==> config.mk <==
export PLATFORM = sky130hd
export DESIGN_NAME = rc_lb_route
export DESIGN_NICKNAME = d
export VERILOG_FILES = /design/src/rtl/rc_pkg.sv /design/src/rtl/rc_order_fsm.sv /design/src/rtl/rc_dir_calc.sv /design/src/rtl/rc_lb_route.sv
export SDC_FILE = /design/constraint.sdc
export NUM_CORES = 1
export LEC_CHECK = 0
export BUFFER_PORTS_ARGS = -buffer_cell sky130_fd_sc_hd__clkbuf_2
export CORE_ASPECT_RATIO = 1.5
export CORE_UTILIZATION = 39
export CTS_CLUSTER_SIZE = 25
export DETAILED_ROUTE_END_ITERATION = 12
export PLACE_DENSITY = 0.83
export SETUP_SLACK_MARGIN = 0.1
export SKIP_CTS_REPAIR_TIMING = 1
export SYNTH_ARGS = -nofsm -noshare
export SYNTH_HDL_FRONTEND = slang
export SYNTH_SLANG_ARGS = --single-unit
==> constraint.sdc <==
create_clock -name clk -period 1.3 [get_ports clk]
set_input_delay 0.13 -clock clk [delete_from_list [all_inputs] [get_ports clk]]
set_output_delay 0.13 -clock clk [all_outputs]
set_load 0.01 [all_outputs]
==> src/rtl/rc_pkg.sv <==
package rc_pkg;

    localparam int NUM_PORTS  = 5;
    localparam int PORT_LOCAL = 0;
    localparam int DIR_W      = 3;

    typedef enum logic [DIR_W-1:0] {
        DIR_LOCAL = 3'd0,
        DIR_EAST  = 3'd1,
        DIR_WEST  = 3'd2,
        DIR_NORTH = 3'd3,
        DIR_SOUTH = 3'd4
    } dir_e;

    typedef enum logic {
        ST_XFIRST = 1'b0,
        ST_YFIRST = 1'b1
    } ord_st_e;

endpackage

==> src/rtl/rc_order_fsm.sv <==
module rc_order_fsm
    import rc_pkg::*;
(
    input  logic    clk,
    input  logic    rst_n,
    input  logic    inject,
    output ord_st_e cur_state
);

    ord_st_e state_q;
    ord_st_e state_d;

    always_ff @(posedge clk) begin
        if (!rst_n) state_q <= ST_XFIRST;
        else        state_q <= state_d;
    end

    always_comb begin
        state_d = state_q;
        unique case (state_q)
            ST_XFIRST: if (inject) state_d = ST_YFIRST;
            ST_YFIRST: if (inject) state_d = ST_XFIRST;
            default:   state_d = ST_XFIRST;
        endcase
    end

    assign cur_state = state_q;

endmodule

==> src/rtl/rc_dir_calc.sv <==
module rc_dir_calc
    import rc_pkg::*;
#(
    parameter int XW = 3,
    parameter int YW = 3
) (
    input  logic [XW-1:0] cur_x,
    input  logic [YW-1:0] cur_y,
    input  logic [XW-1:0] dst_x,
    input  logic [YW-1:0] dst_y,
    input  logic          y_first,
    output dir_e          dir
);

    logic x_off, y_off;
    dir_e x_move, y_move;

    always_comb begin
        x_off  = (cur_x != dst_x);
        y_off  = (cur_y != dst_y);
        x_move = (cur_x < dst_x) ? DIR_EAST  : DIR_WEST;
        y_move = (cur_y < dst_y) ? DIR_NORTH : DIR_SOUTH;
        if (!x_off && !y_off)  dir = DIR_LOCAL;
        else if (!y_first)     dir = x_off ? x_move : y_move;
        else                   dir = y_off ? y_move : x_move;
    end

endmodule

==> src/rtl/rc_lb_route.sv <==
module rc_lb_route
    import rc_pkg::*;
#(
    parameter int XW = 3,
    parameter int YW = 3
) (
    input  logic                       clk,
    input  logic                       rst_n,
    input  logic [XW-1:0]              here_x,
    input  logic [YW-1:0]              here_y,
    input  logic                       loc_vld,
    input  logic [XW-1:0]              loc_src_x,
    input  logic [YW-1:0]              loc_src_y,
    input  logic [NUM_PORTS*XW-1:0]    in_dst_x,
    input  logic [NUM_PORTS*YW-1:0]    in_dst_y,
    input  logic [NUM_PORTS-1:0]       in_ord,
    output logic [NUM_PORTS*DIR_W-1:0] out_dir,
    output logic [NUM_PORTS-1:0]       out_ord
);

    logic    inject;
    ord_st_e cur_ord;
    logic [NUM_PORTS-1:0] eff_ord;

    assign inject = loc_vld && (loc_src_x == here_x) && (loc_src_y == here_y);

    rc_order_fsm u_fsm (
        .clk       (clk),
        .rst_n     (rst_n),
        .inject    (inject),
        .cur_state (cur_ord)
    );

    for (genvar k = 0; k < NUM_PORTS; k++) begin : g_port
        dir_e dir_k;

        if (k == PORT_LOCAL) begin : g_loc
            always_comb eff_ord[k] = inject ? logic'(cur_ord) : in_ord[k];
        end else begin : g_net
            always_comb eff_ord[k] = in_ord[k];
        end

        rc_dir_calc #(.XW(XW), .YW(YW)) u_calc (
            .cur_x   (here_x),
            .cur_y   (here_y),
            .dst_x   (in_dst_x[k*XW +: XW]),
            .dst_y   (in_dst_y[k*YW +: YW]),
            .y_first (eff_ord[k]),
            .dir     (dir_k)
        );

        assign out_dir[k*DIR_W +: DIR_W] = dir_k;
    end

    assign out_ord = eff_ord;

endmodule

==> results.env <==
RUN_STATUS='complete, but fails checks'
FAILED_CHECKS='setup timing'
SYNTH_TOP_FAMILY_BY_AREA='adder cells'
IO_PORT_BUFS=69
NNETSFINAL=312
GLOBAL_ROUTE_WIRE_LENGTH_BEFORE_REPAIR_UM=4180
SYNTH.YOSYS.SEQ_AREA_SHARE=0.0179
DRT_ITER0_MARKERS=10
TIMING_MAX_TRANSITION_VIOLATIONS_FINAL=0
YOSYSTOPAREACELLSHARE=0.336
HP-CLASS='in -> reg'
ORIGIN_OF_THE_CRITICAL_FLOP_TO_FLOP_PATH='u_fsm.cur_state'
CRITPATHKIND='in -> out'
SYNTH.MUX.AREA_FRACTION=0
LARGEST_REGISTER_FFS=1
DIE-AREA_SQ_UM=3090
MAX_CAP_VIOLATIONS=0
HORIZONTAL_EXTENT_OF_THE_DIE_UM=45.7
SORT_OF_ELEMENT_AT_THE_END_OF_THE_CRITICAL_PATH='output pin'
HOLD_VIOLATIONS=0
DP_HPWL_UM=2400
TIGHTEST_SLEW_PS=254
HOLDPATHSTAGES=2
WORSTREG2REGEND='u_fsm.cur_state'
WIRELENGTH_UM=3680
SYNTH-XOR-AREA-SHARE=0.0548
VIAS_PER_CELL=5.07
DETAIL_ROUTE.FIRST_PASS.ITERATIONS=4
POSTSYNTHNETCOUNT=237
POST_SYNTH_ARST_SHARE=0
WORST_SKEW_PAIR.LATE_LATENCY_PS=0
SYNTH-ADDER-AREA-SHARE=0.336
FIN_CRIT_PS=1490
POSTSYNTH.TOPFLOPCELL='dfxtp_1'
SYNTH_COMPOUND_GATE_AREA_SHARE=0.240
SYNTHCELLS=157
GRT_OVERFLOW=0
START_UTIL=0.414
POWER_PER_CELL_AREA_nW_PER_UM2=455
WORST_HOLD_ENDPOINT='u_fsm.cur_state'
SYNTH_LARGEST_AREA_CELL='ha_1'
NUM_ROWS=23
DIE_H_UM=67.6
TIMING.FINAL.CRIT_SHARE=1.14
CORE_REGION_SQ_UM=2710
DP_CELLS=264
FINAL-INSTANCE-COUNT-EXCL-FILL=267
DETAIL_ROUTE.DRC_VIOLATIONS=0
POSTSYNTHAREAPERCELL_SQ_UM=7.12
TIMING.CRITICAL_PATH.FANOUT_MAX=6
FIN_UTIL=0.770
ROUTEDWLPERCELL_UM=13.8
CRITPATHLAUNCHTYPE='input pin'
NUM_IO_PINS=70
YOSYS_REGISTER_BITS=1
ROUTE.VIAS.TOTAL=1354
FIRST_GLOBAL_VIAS=1142
TIMING.HOLD.WORST.START='rst_n'
R2R_SETUP_SLACK_PS=530
GPL.FINAL_WEIGHTED_CONGESTION=0.740
GRT_ANTENNA_BEFORE_REPAIR=0
PIN_COUNT_OF_THE_BIGGEST_NET_ENTERING_GLOBAL_ROUTING=7
NETLIST-CELL-TYPE-COUNT=24
SLEW_HEADROOM=0.830
FINAL_ANTENNA_NET_COUNT=0
SYNTHSIMPLEGATEAREAFRAC=0.197
SYNTH_WARNINGS=0
N_FILL_CELL=211
CLOCK_SKEW_PS=0
FIN_SETUP_TNS_PS=-862
MAPPEDNETLISTAREA_SQ_UM=1120
NUM_ANTENNA_CELLS=0
AREA_DELTA_SYNTH_FINAL_PCT=86.1
PEAKVDDDROP_mV=0.255
WORST_EP_REQUIRED_TIME_PS=1170
DRIVE_ABOVE_1_SHARE=0.604
SYNTH.AREA.TOP_CELLS='ha_1, inv_1, a21o_1'
SYNTH-EDFF-COUNT=0
GRT.TOTAL_USAGE=0.172
TIMING.CRITICAL_PATH.ARRIVAL_PS=1360
SETUP_REPAIR_AFTER_GLOBAL_ROUTING_MISSED_ITS_MARGIN='true'
WORST_SLACK_PS=-188
TIMING.REG2REG.WORST_PATH_DEPTH=3
TIMING.FMAX_MHz=672
LEAKAGEPOWER_nW=1.12
SETUP_VIOL=12
CLKTRANSATPATHREGS_PS=0
[kinds of logic (layout without fill, tap and decap cells)]
kind of cell / count (synthesis) / in the layout
AO/OA/AOI/OAI: 39 / 39
adder cells (fa/ha/maj): 30 / 30
AND/OR/NAND/NOR: 39 / 39
XOR/XNOR: 7 / 7
flip-flops: 1 / 1
buffers and inverters: 41 / 114
[synth_stat cells, drive strengths merged (2+ instances only)]
master,instances
nand4b,2
a21oi,10
o21ai,7
nor2b,8
nand2b,2
buf,5
a21o,11
xnor2,7
ha,30
nand3,11
o211a,2
nand2,12
a32o,4
inv,36
a21boi,4
[stage by stage]
stage | area, sq um | setup WS, ps | hold WS [ps] | total power [mW]
finish | 2080 | -188 | 353 | 0.948
global route | 2080 | -230 | 368 | 1.03
CTS | 1570 | -240 | 341 | 0.665
detailed placement | 1570 | -239 | 342 | 0.663
global placement | 1570 | -235 | 336 | 0.648
floorplan | 1170 | 104 | 252 | 0.426
[metal layers]
| metal | wire [um] | track usage | part of all wire |
|---|---|---|---|
| met4 | 14 | 0 | 0.0038 |
| met1 | 1330 | 0.165 | 0.36 |
| met5 | 0 | 0 | 0 |
| met2 | 2180 | 0.384 | 0.59 |
| met3 | 153 | 0.0134 | 0.042 |
[power breakdown]
part	total (mW)	leakage, nW	internal [mW]	switching [mW]
sequential	0.0318	0.00806	0.0317	0.000117
combinational	0.916	1.11	0.481	0.435
clock	0	0	0	0
[area by class of cell]
class                      instances  area (sq um)  share of cell area
inverter                          36           143              0.0685
multi-input combinational        115          1400               0.674
sequential                         1          20.0             0.00962
tap                               37          46.3              0.0222
timing repair buffer              78           470               0.226
[worst max-delay path by stage]
| stage | from | to | slack, ps | depth (start not counted) |
|---|---|---|---|---|
| 6_report | here_y[2] | out_dir[1] | -190 | 8 |
| 5_1_grt | here_x[0] | out_dir[1] | -230 | 9 |
| 4_1_cts | here_x[1] | out_dir[0] | -240 | 8 |
| 3_5_place_dp | here_x[1] | out_dir[14] | -240 | 6 |
| 3_3_place_gp | here_x[1] | out_dir[0] | -230 | 8 |
| 2_1_floorplan | in_dst_x[1] | out_dir[0] | 100 | 7 |
[cell usage in the layout, fill, tap and decap left out, drive strengths merged, types with 2 or more instances in the layout]
cell / n
clkbuf: 55
inv: 36
ha: 30
buf: 23
nand2: 12
a21o: 11
nand3: 11
a21oi: 10
nor2b: 8
xnor2: 7
o21ai: 7
a21boi: 4
a32o: 4
nand4b: 2
o211a: 2
nand2b: 2
[critical path, stage by stage]
cell	delay (ps)
buf_8	130
xnor2_4	180
nand4_4	140
o21ai_2	220
buf_4	150
nand4b_1	110
o211a_1	160
buf_6	120
No activity file was read; power rests on OpenSTA's default activity.
